File: config.mk
export PLATFORM = sky130hd
export DESIGN_NAME = chansel_top
export DESIGN_NICKNAME = d
export VERILOG_FILES = /design/src/rtl/chansel_pkg.sv /design/src/rtl/chansel_busfront.sv /design/src/rtl/chansel_ctrl.sv /design/src/rtl/chansel_datapath.sv /design/src/rtl/chansel_top.sv
export SDC_FILE = /design/constraint.sdc
export NUM_CORES = 1
export LEC_CHECK = 0
export ABC_CLOCK_PERIOD_IN_PS = 4100
export BUFFER_PORTS_ARGS = -buffer_cell sky130_fd_sc_hd__buf_2
export CAP_MARGIN = 10
export CORE_ASPECT_RATIO = 0.7
export CORE_MARGIN = 3
export CORE_UTILIZATION = 40
export DETAILED_ROUTE_END_ITERATION = 6
export HOLD_SLACK_MARGIN = 0.15
export PLACE_DENSITY = 0.64
export SLEW_MARGIN = 20
export SYNTH_ARGS = -nofsm -noshare
export SYNTH_HDL_FRONTEND = slang
export SYNTH_SLANG_ARGS = --single-unit
File: constraint.sdc
create_clock -name clk -period 4.1 [get_ports clk]
set_input_delay 0.615 -clock clk [delete_from_list [all_inputs] [get_ports clk]]
set_output_delay 0.615 -clock clk [all_outputs]
set_load 0.05 [all_outputs]
File: src/rtl/chansel_pkg.sv
package chansel_pkg;

  localparam int BYTE_BITS = 8;

  typedef enum logic [2:0] {
    S_IDLE,
    S_ADDR,
    S_ADDR_ACK,
    S_WDATA,
    S_WACK,
    S_RDATA,
    S_RACK,
    S_IGNORE
  } busState_t;

  // strobes from the control FSM to the datapath
  typedef struct packed {
    logic shiftIn;
    logic storeCfg;
    logic loadTx;
    logic shiftTx;
    logic driveAck;
    logic releaseSda;
    logic applySel;
  } strobes_t;

endpackage

File: src/rtl/chansel_busfront.sv
module chansel_busfront #(
  parameter int SYNC_STAGES = 2,
  parameter int VOTE_TAPS   = 3
) (
  input  logic clk,
  input  logic rst,
  input  logic sclIn,
  input  logic sdaIn,
  output logic sdaLvl,
  output logic sclRise,
  output logic sclFall,
  output logic startEv,
  output logic stopEv
);
  localparam int LINES = 2;
  localparam int VOTE_MAJ = VOTE_TAPS / 2;

  logic [LINES-1:0] rawIn;
  logic [LINES-1:0] lvl;
  logic [LINES-1:0] prv;

  assign rawIn = {sdaIn, sclIn};

  for (genvar g = 0; g < LINES; g++) begin : gLine
    logic [SYNC_STAGES-1:0] syncQ;
    logic [VOTE_TAPS-1:0]   voteQ;
    logic                   filtQ;
    logic                   prevQ;

    always_ff @(posedge clk) begin
      if (rst) begin
        syncQ <= '1;
        voteQ <= '1;
        filtQ <= 1'b1;
        prevQ <= 1'b1;
      end else begin
        syncQ <= {syncQ[SYNC_STAGES-2:0], rawIn[g]};
        voteQ <= {voteQ[VOTE_TAPS-2:0], syncQ[SYNC_STAGES-1]};
        filtQ <= ($countones(voteQ) > VOTE_MAJ);
        prevQ <= filtQ;
      end
    end

    assign lvl[g] = filtQ;
    assign prv[g] = prevQ;
  end

  // bit 0 is SCL, bit 1 is SDA
  assign sdaLvl  = lvl[1];
  assign sclRise = lvl[0] & ~prv[0];
  assign sclFall = ~lvl[0] & prv[0];
  assign startEv = lvl[0] & prv[0] & prv[1] & ~lvl[1];
  assign stopEv  = lvl[0] & prv[0] & ~prv[1] & lvl[1];

endmodule

File: src/rtl/chansel_ctrl.sv
module chansel_ctrl
  import chansel_pkg::*;
(
  input  logic     clk,
  input  logic     rst,
  input  logic     sclRise,
  input  logic     sclFall,
  input  logic     startEv,
  input  logic     stopEv,
  input  logic     sdaLvl,
  input  logic     addrHit,
  input  logic     rwBit,
  output strobes_t strb,
  output logic     inIgnore
);
  localparam int CNT_W = $clog2(BYTE_BITS + 1);
  localparam logic [CNT_W-1:0] FULL_CNT = CNT_W'(BYTE_BITS);

  busState_t        stateQ, stateD;
  logic [CNT_W-1:0] cntQ, cntD;
  logic             rwQ, rwD;
  logic             nackQ, nackD;

  always_comb begin
    stateD = stateQ;
    cntD   = cntQ;
    rwD    = rwQ;
    nackD  = nackQ;
    strb   = '0;
    if (stopEv) begin
      stateD          = S_IDLE;
      strb.applySel   = 1'b1;
      strb.releaseSda = 1'b1;
    end else if (startEv) begin
      stateD          = S_ADDR;
      cntD            = '0;
      strb.releaseSda = 1'b1;
    end else begin
      case (stateQ)
        S_ADDR, S_WDATA: begin
          if (sclRise) begin
            strb.shiftIn = 1'b1;
            cntD         = cntQ + 1'b1;
          end else if (sclFall && cntQ == FULL_CNT) begin
            if (stateQ == S_ADDR) begin
              if (addrHit) begin
                stateD        = S_ADDR_ACK;
                rwD           = rwBit;
                strb.driveAck = 1'b1;
              end else begin
                stateD = S_IGNORE;
              end
            end else begin
              stateD        = S_WACK;
              strb.storeCfg = 1'b1;
              strb.driveAck = 1'b1;
            end
          end
        end
        S_ADDR_ACK: begin
          if (sclFall) begin
            cntD = '0;
            if (rwQ) begin
              stateD      = S_RDATA;
              strb.loadTx = 1'b1;
            end else begin
              stateD          = S_WDATA;
              strb.releaseSda = 1'b1;
            end
          end
        end
        S_WACK: begin
          if (sclFall) begin
            stateD          = S_WDATA;
            cntD            = '0;
            strb.releaseSda = 1'b1;
          end
        end
        S_RDATA: begin
          if (sclRise) begin
            cntD = cntQ + 1'b1;
          end else if (sclFall) begin
            if (cntQ == FULL_CNT) begin
              stateD          = S_RACK;
              strb.releaseSda = 1'b1;
            end else begin
              strb.shiftTx = 1'b1;
            end
          end
        end
        S_RACK: begin
          if (sclRise) begin
            nackD = sdaLvl;
          end else if (sclFall) begin
            if (nackQ) begin
              stateD = S_IGNORE;
            end else begin
              stateD      = S_RDATA;
              cntD        = '0;
              strb.loadTx = 1'b1;
            end
          end
        end
        default: ;
      endcase
    end
  end

  always_ff @(posedge clk) begin
    if (rst) begin
      stateQ <= S_IDLE;
      cntQ   <= '0;
      rwQ    <= 1'b0;
      nackQ  <= 1'b0;
    end else begin
      stateQ <= stateD;
      cntQ   <= cntD;
      rwQ    <= rwD;
      nackQ  <= nackD;
    end
  end

  assign inIgnore = (stateQ == S_IGNORE);

  // the acknowledge phase is only ever reached with a matching address
  assert_ack_on_match_R1: assert property (@(posedge clk) disable iff (rst)
    (stateQ == S_ADDR_ACK) |-> addrHit);

endmodule

File: src/rtl/chansel_datapath.sv
module chansel_datapath
  import chansel_pkg::*;
#(
  parameter int          CH_IDX_W   = 2,
  parameter int          STRAP_W    = 3,
  parameter logic [3:0]  ADDR_FIXED = 4'b1110
) (
  input  logic                       clk,
  input  logic                       rst,
  input  strobes_t                   strb,
  input  logic                       sdaLvl,
  input  logic [STRAP_W-1:0]         strap,
  input  logic [(1<<CH_IDX_W)-1:0]   irqN,
  output logic                       addrHit,
  output logic                       rwBit,
  output logic                       sdaOe,
  output logic [(1<<CH_IDX_W)-1:0]   chanConnect
);
  localparam int NUM_CH = 1 << CH_IDX_W;
  localparam int CFG_W  = CH_IDX_W + 1;
  localparam int PAD_W  = BYTE_BITS - NUM_CH - CFG_W;

  logic [BYTE_BITS-1:0] rxQ;
  logic [BYTE_BITS-1:0] txQ;
  logic [BYTE_BITS-1:0] txByte;
  logic [CFG_W-1:0]     cfgQ;
  logic [NUM_CH-1:0]    irqSync1, irqSync2;
  logic [NUM_CH-1:0]    connD, connQ;
  logic                 oeQ;

  assign addrHit = (rxQ[BYTE_BITS-1:1] == {ADDR_FIXED, strap});
  assign rwBit   = rxQ[0];

  // read byte: active-high interrupt flags, zero pad, stored selection
  assign txByte = {~irqSync2, {PAD_W{1'b0}}, cfgQ};

  for (genvar g = 0; g < NUM_CH; g++) begin : gDecode
    assign connD[g] = cfgQ[CFG_W-1] && (cfgQ[CH_IDX_W-1:0] == CH_IDX_W'(g));
  end

  always_ff @(posedge clk) begin
    if (rst) begin
      rxQ      <= '0;
      txQ      <= '0;
      cfgQ     <= '0;
      irqSync1 <= '1;
      irqSync2 <= '1;
      connQ    <= '0;
      oeQ      <= 1'b0;
    end else begin
      irqSync1 <= irqN;
      irqSync2 <= irqSync1;
      if (strb.shiftIn)  rxQ  <= {rxQ[BYTE_BITS-2:0], sdaLvl};
      if (strb.storeCfg) cfgQ <= rxQ[CFG_W-1:0];
      if (strb.loadTx)       txQ <= txByte;
      else if (strb.shiftTx) txQ <= {txQ[BYTE_BITS-2:0], 1'b0};
      if (strb.releaseSda)    oeQ <= 1'b0;
      else if (strb.driveAck) oeQ <= 1'b1;
      else if (strb.loadTx)   oeQ <= ~txByte[BYTE_BITS-1];
      else if (strb.shiftTx)  oeQ <= ~txQ[BYTE_BITS-2];
      if (strb.applySel) connQ <= connD;
    end
  end

  assign sdaOe       = oeQ;
  assign chanConnect = connQ;

  assert_single_channel_R4: assert property (@(posedge clk) disable iff (rst)
    $onehot0(connQ));

endmodule

File: src/rtl/chansel_top.sv
module chansel_top
  import chansel_pkg::*;
#(
  parameter int         CH_IDX_W    = 2,
  parameter int         STRAP_W     = 3,
  parameter int         SYNC_STAGES = 2,
  parameter int         VOTE_TAPS   = 3,
  parameter logic [3:0] ADDR_FIXED  = 4'b1110
) (
  input  logic                     clk,
  input  logic                     rst,
  input  logic                     sclIn,
  input  logic                     sdaIn,
  input  logic [STRAP_W-1:0]       strap,
  input  logic [(1<<CH_IDX_W)-1:0] irqN,
  output logic                     sdaOe,
  output logic [(1<<CH_IDX_W)-1:0] chanConnect
);
  strobes_t strb;
  logic sdaLvl, sclRise, sclFall, startEv, stopEv;
  logic addrHit, rwBit, inIgnore;

  chansel_busfront #(
    .SYNC_STAGES(SYNC_STAGES),
    .VOTE_TAPS  (VOTE_TAPS)
  ) u_front (
    .clk    (clk),
    .rst    (rst),
    .sclIn  (sclIn),
    .sdaIn  (sdaIn),
    .sdaLvl (sdaLvl),
    .sclRise(sclRise),
    .sclFall(sclFall),
    .startEv(startEv),
    .stopEv (stopEv)
  );

  chansel_ctrl u_ctrl (
    .clk     (clk),
    .rst     (rst),
    .sclRise (sclRise),
    .sclFall (sclFall),
    .startEv (startEv),
    .stopEv  (stopEv),
    .sdaLvl  (sdaLvl),
    .addrHit (addrHit),
    .rwBit   (rwBit),
    .strb    (strb),
    .inIgnore(inIgnore)
  );

  chansel_datapath #(
    .CH_IDX_W  (CH_IDX_W),
    .STRAP_W   (STRAP_W),
    .ADDR_FIXED(ADDR_FIXED)
  ) u_dp (
    .clk        (clk),
    .rst        (rst),
    .strb       (strb),
    .sdaLvl     (sdaLvl),
    .strap      (strap),
    .irqN       (irqN),
    .addrHit    (addrHit),
    .rwBit      (rwBit),
    .sdaOe      (sdaOe),
    .chanConnect(chanConnect)
  );

  assert_connect_after_stop_R5: assert property (@(posedge clk) disable iff (rst)
    (chanConnect != $past(chanConnect)) |-> $past(stopEv));

  assert_quiet_when_ignored_R2: assert property (@(posedge clk) disable iff (rst)
    inIgnore |-> !sdaOe);

  assert_reset_idle_R8: assert property (@(posedge clk)
    (!rst && $past(rst)) |-> (chanConnect == '0 && !sdaOe));

endmodule

==> flow_metrics.env, run 1 <==
export IMPL_status="complete, no violations"
export IMPL_num_rows=22
export IMPL_io_pins=16
export IMPL_slew_viol_final=0
export IMPL_ys_warn_count=0
export IMPL_die_w_um=95.5
export IMPL_rsz0062_at_grt="no"
export IMPL_fin_util_pct=45.7
export IMPL_path_class="flop to flop"
export IMPL_cts_resized=0
export IMPL_drt_first_pass_iters=4
export IMPL_synth_ff_latch_count=54
export IMPL_crit_fanout=14
export IMPL_path_clk_slew_ns=0.10
export IMPL_pwr_share_clk_pct=33.5
export IMPL_cts_hold_buf=0
export IMPL_wl_met1_mm=2.19
export IMPL_worst_pin_slew_ns=0.767
export IMPL_detailroute_wirelength_met2_mm=1.57
export IMPL_layout_setup_ws_ns=2.22
export IMPL_min_delay_start="u_dp.irqSync1[3]"
export IMPL_path_delay_family="simple AND/OR/NAND/NOR gates"
export IMPL_grt_start_max_net_pins=50
export IMPL_clk_latency_ns=0.30
export IMPL_synth_flop_cell="dfxtp_1"
export IMPL_start_util_pct=42.0
export IMPL_synthCells=251
export IMPL_cts_setup_buffers=0
export IMPL_numCtsBuffers=5
export IMPL_pwr_share_comb_pct=3.5
export IMPL_core_sq_um=5340
export IMPL_cap_violations=0
export IMPL_io_buffers=15
export IMPL_synth_cell_types=46
export IMPL_grtUsageTotal_pct=13.1
export IMPL_r2r_end="u_ctrl.cntQ[1]"
export IMPL_pre_cts_ws_ns=2.06
export IMPL_cts_num_sinks=54
export IMPL_synthArstFlopShare_pct=0
export IMPL_final_nets=277
export IMPL_clock_root_buffer="clkbuf_8"
export IMPL_skew_ns=0.00815
export IMPL_slew_headroom_pct=48.8
export IMPL_grt_overflow=0
export IMPL_ir_worst_vdd_v=0.000232
export IMPL_syn_area_sq_um=2240
export IMPL_top_layer="met4"
export IMPL_setup_viol=0
export IMPL_path_cells="and4bb_4 -> nor2_2 -> a211o_1 -> or3_1 -> a21oi_2"
export IMPL_synth_area_per_cell_sq_um=8.93
export IMPL_mostFrequentLayoutCell="dfxtp_1"
export IMPL_tns_ns=0
export IMPL_grt_pass1_vias=1410
export IMPL_via_count=1667
export IMPL_leakage_nw=0.936
export IMPL_final_cell_mix="dfxtp_1 (54), nand2_1 (35), a21oi_1 (28), or2_2 (20), nor2_1 (16)"
export IMPL_ant_nets=0
export IMPL_grt_pass1_wl_mm=6.76
export IMPL_crit_path_end_kind="flop"
export IMPL_internal_power_mw=0.666
export IMPL_drt_initial_drc_count=58
export IMPL_drive_gt1_share_pct=19.0
export IMPL_hold_path_depth=1
export IMPL_r2r_slack_ns=2.22
export IMPL_met3_length_um=192
export IMPL_worstSetupStartpointType="flop"
export IMPL_critical_path_slowest_cell="dfxtp_1"
export IMPL_hold_viol=0
export IMPL_dieHeight_um=68.6
export IMPL_ys_seq_area_share_pct=48.2
export IMPL_synth_edff_count=0
export IMPL_powerDensity_nw_per_um2=348
export IMPL_n_antenna_cell=0
export IMPL_min_path_type="flop to flop"
export IMPL_cp_data_required_time_ns=4.34
export IMPL_switching_share_pct=21.6
export IMPL_ff2ff_path_depth=5
export IMPL_period_needed_ns=1.88
export IMPL_period_share_pct=45.9
export IMPL_routed_via_density=4.98
export IMPL_areaGrowthSynthToFinish_pct=8.82
export IMPL_die_area_sq_um=6550
export IMPL_place_hpwl_mm=2.76
export IMPL_max_stage_delay_ns=0.59
export IMPL_cp_arrival_ns=2.12
export IMPL_routed_wl_mm=3.97
export IMPL_cts_tree="yes"
export IMPL_p_sw_mw=0.184
export IMPL_max_clock_path_buffers=2
export IMPL_hold_path_end="u_dp.irqSync2[3]"
export IMPL_max_freq_mhz=532
export IMPL_worst_path_buf_inv=0
export IMPL_syn_nets=266
export IMPL_drc=0
export IMPL_cts_max_level=2
export IMPL_antenna_found_initial=0
export IMPL_p_seq_share_pct=63.1
export IMPL_reg2reg_from="u_ctrl.stateQ[2]"
export IMPL_routedWlPerCell_um=11.8
export IMPL_gp_congestion=0.854
[registers in the layout, summed over array words and instances (netlist names)]
| name | cells |
|---|---|
| u_dp.rxQ | 8 |
| u_ctrl.nackQ | 1 |
| u_dp.chanConnect | 4 |
| u_dp.txQ | 7 |
| u_front.gLine.voteQ | 6 |
| u_front.gLine.syncQ | 4 |
| u_dp.sdaOe | 1 |
| u_dp.cfgQ | 3 |
| u_front.gLine.prevQ | 2 |
| u_ctrl.stateQ | 3 |
| u_ctrl.cntQ | 4 |
| u_ctrl.rwQ | 1 |
| u_dp.irqSync1 | 4 |
| u_front.gLine.filtQ | 1 |
| u_dp.irqSync2 | 4 |
| u_front.sdaLvl | 1 |
[how the worst max path moves through the flow]
| stage | endpoint | slack, ns | start | cells after the start |
|---|---|---|---|---|
| after floorplan | u_ctrl.rwQ | 2.42 | strap[1] | 5 |
| after global placement | u_ctrl.rwQ | 2.16 | strap[1] | 6 |
| after detailed placement | u_ctrl.rwQ | 2.06 | strap[1] | 6 |
| after CTS | u_ctrl.cntQ[1] | 2.24 | u_ctrl.stateQ[2] | 5 |
| after global routing | u_ctrl.rwQ | 2.03 | u_ctrl.stateQ[0] | 5 |
| final | u_ctrl.cntQ[1] | 2.22 | u_ctrl.stateQ[2] | 5 |
[synth_stat cells, drive strengths merged, types with 4 or more instances]
cell | count | area, sq um
or2 | 20 | 125
buf | 4 | 27.5
mux2i | 7 | 70.1
clkbuf | 7 | 26.3
inv | 6 | 22.5
o21ai | 7 | 35.0
nor3 | 4 | 20.0
ha | 4 | 50.1
xor2 | 4 | 35.0
dfxtp | 54 | 1080
a211o | 4 | 35.0
nor2 | 17 | 66.3
nand3 | 10 | 55.1
a21oi | 29 | 149
nand2 | 35 | 131
[routing by layer]
metal,GRT usage [%],up-vias
met5,0,-
met4,2.13,0
met3,3.58,4
met2,18.0,27
met1,20.5,754
li1,-,882
[cells by family (layout without fill, tap and decap cells)]
family / count (synthesis) / count (layout) / share of synthesized area (%)
xor gates and xnor gates: 4 / 4 / 1.56
AOI/OAI and AO/OA: 56 / 56 / 15.3
and+or+nand+nor: 109 / 109 / 26.2
buffers and inverters: 17 / 29 / 3.40
muxes: 7 / 7 / 3.13
DFF: 54 / 54 / 48.2
adders and majority gates: 4 / 4 / 2.23
[metrics by stage]
stage	hold slack (ns)	cell area [sq um]	power, mW	cells
floorplan	0.389	2240	0.569	251
global placement	0.390	2350	0.577	327
detailed placement	0.396	2350	0.578	327
CTS	0.420	2440	0.868	335
global route	0.432	2440	0.893	335
finish	0.410	2440	0.850	335
[power by group through the flow]
| stage | logic, mW | registers [mW] | clock network, mW |
|---|---|---|---|
| after detailed placement | 0.0299 | 0.548 | 0 |
| after CTS | 0.0300 | 0.536 | 0.302 |
| after global routing | 0.0334 | 0.537 | 0.322 |
| after global placement | 0.0292 | 0.548 | 0 |
| after floorplan | 0.0234 | 0.546 | 0 |
| final | 0.0295 | 0.536 | 0.285 |
[area by class of cell]
cell class | count | area, sq um
Fill cell | 556 | 2900
Multi-Input combinational cell | 180 | 1080
Sequential cell | 54 | 1080
Tap cell | 72 | 90.1
Timing Repair Buffer | 15 | 75.1
Clock buffer | 6 | 72.6
Inverter | 6 | 22.5
Clock inverter | 2 | 13.8
No activity file was read; power rests on OpenSTA's default activity.
==> run 2, diff against run 1 <==
Settings changed: ABC_CLOCK_PERIOD_IN_PS 4100 to 1800.
Clock period 4.1 ns to 1.8 ns, I/O delays scaled along.
==> run 2 against run 1 <==
  * Non-clock buffer count up 22
  * Clock-buffer cell count unchanged
  * Register-to-register slack got worse by 2.2 ns
  * Setup slack got worse by 2.2 ns
  * Highest routed layer unchanged
==> flow_metrics.env, run 2 (synthesis results as in run 1) <==
export IMPL_critical_path_slowest_cell="dfxtp_1"
export IMPL_drc=0
export IMPL_worstSetupStartpointType="flop"
export IMPL_top_register="u_dp.rxQ"
export IMPL_hold_viol=0
export IMPL_gp_congestion=0.896
export IMPL_place_hpwl_mm=2.99
export IMPL_grtUsageTotal_pct=14.5
export IMPL_start_util_pct=42.0
export IMPL_cts_num_sinks=54
export IMPL_powerDensity_nw_per_um2=812
export IMPL_cp_arrival_ns=1.98
export IMPL_slew_headroom_pct=63.9
export IMPL_grt_pass1_wl_mm=7.38
export IMPL_routedWlPerCell_um=12.2
export IMPL_drive_gt1_share_pct=23.5
export IMPL_core_sq_um=5340
export IMPL_worst_path_buf_inv=0
export IMPL_finalPower_mw=2.17
export IMPL_layout_setup_ws_ns=0.0689
export IMPL_n_antenna_cell=0
export IMPL_cap_violations=0
export IMPL_crit_path_end_kind="flop"
export IMPL_io_buffers=15
export IMPL_final_cells=357
export IMPL_crit_fanout=9
export IMPL_drt_initial_drc_count=96
export IMPL_period_needed_ns=1.73
export IMPL_numPlacedInstances=343
export IMPL_ir_worst_vdd_v=0.000452
export IMPL_num_rows=22
export IMPL_path_cells="and4bb_4 -> nor2_2 -> a211o_1 -> or3_1 -> a21oi_2"
export IMPL_largest_reg_flops=8
export IMPL_dieHeight_um=68.6
export IMPL_max_stage_delay_ns=0.51
export IMPL_slew_viol_final=0
export IMPL_clock_root_buffer="clkbuf_8"
export IMPL_final_nets=299
export IMPL_path_delay_family="simple AND/OR/NAND/NOR gates"
export IMPL_cts_max_level=2
export IMPL_worst_pin_slew_ns=0.542
export IMPL_max_freq_mhz=578
export IMPL_routed_wl_mm=4.36
export IMPL_cp_data_required_time_ns=2.05
export IMPL_leakage_nw=1.06
export IMPL_path_clk_slew_ns=0.10
export IMPL_routed_via_density=4.99
export IMPL_io_pins=16
export IMPL_rsz0062_at_grt="yes"
export IMPL_antenna_found_initial=0
export IMPL_ant_nets=0
export IMPL_grt_pass1_vias=1630
export IMPL_mostFrequentLayoutCell="dfxtp_1"
export IMPL_period_share_pct=96.2
export IMPL_drt_first_pass_iters=5
export IMPL_tns_ns=0
export IMPL_numCtsBuffers=5
export IMPL_hold_slack_ns=0.416
export IMPL_grt_start_max_net_pins=34
export IMPL_grt_overflow=0
export IMPL_largest_registers="u_dp.rxQ x8, u_dp.txQ x7, u_front.gLine.voteQ x6"
export IMPL_min_path_type="flop to flop"
export IMPL_areaGrowthSynthToFinish_pct=19.1
export IMPL_cts_tree="yes"
export IMPL_die_w_um=95.5
export IMPL_die_area_sq_um=6550
export IMPL_max_clock_path_buffers=2
export IMPL_final_cell_mix="dfxtp_1 (54), nand2_1 (35), a21oi_1 (28), or2_2 (20)"
export IMPL_skew_ns=0.00405
export IMPL_clk_latency_ns=0.30
export IMPL_via_count=1781
export IMPL_pre_cts_ws_ns=0.131
export IMPL_setup_viol=0
export IMPL_status="complete, no violations"
export IMPL_path_class="flop to flop"
==> run 2: stage by stage <==
| step | util (%) | cell area (sq um) |
|---|---|---|
| 2_1_floorplan | - | 2240 |
| 3_3_place_gp | 46.3 | 2470 |
| 3_5_place_dp | 46.3 | 2470 |
| 4_1_cts | 49.7 | 2660 |
| 5_1_grt | 50.0 | 2670 |
| 6_report | 50.0 | 2670 |
==> run 2: metal layers <==
layer | vias to the layer above | share of wire, % | GRT usage [%]
met4 | 0 | 0.96 | 5.32
li1 | 932 | - | -
met1 | 810 | 53 | 20.3
met3 | 4 | 5.3 | 3.58
met2 | 35 | 40 | 21.8
met5 | - | 0 | 0
==> run 2: area by class of cell <==
class / instances / area, sq um
inverters: 6 / 22.5
clock inverters: 2 / 38.8
fillers: 508 / 2670
well taps: 72 / 90.1
clock buffers: 6 / 82.6
repair buffers: 37 / 255
flip-flops and latches: 54 / 1080
multi-input cells: 180 / 1100
==> run 2: what timing repair did <==
| item | CTS | global route |
|---|---|---|
| endpoints found under the hold margin | 6 | 0 |
| buffers inserted | 0 | 0 |
| hold buffers | 6 | 0 |
| gates resized for setup | 0 | 2 |
| endpoints found under the setup margin | 0 | 1 |
==> run 2: worst paths after layout <==
check,end,from,cells after the start,slack (ns)
setup reg to reg,u_ctrl.cntQ[1],u_front.gLine[0].prevQ,5,0.07
setup / recovery,u_ctrl.cntQ[1],u_front.gLine[0].prevQ,5,0.07
hold reg to reg,u_front.gLine[1].syncQ[1],u_front.gLine[1].syncQ[0],1,0.42
hold / removal,u_front.gLine[1].syncQ[1],u_front.gLine[1].syncQ[0],1,0.42
==> run 2: power breakdown <==
part           switching [mW]  total (mW)  internal, mW
sequential            0.00954        1.22          1.21
combinational          0.0406      0.0856        0.0450
clock                   0.405       0.863         0.458
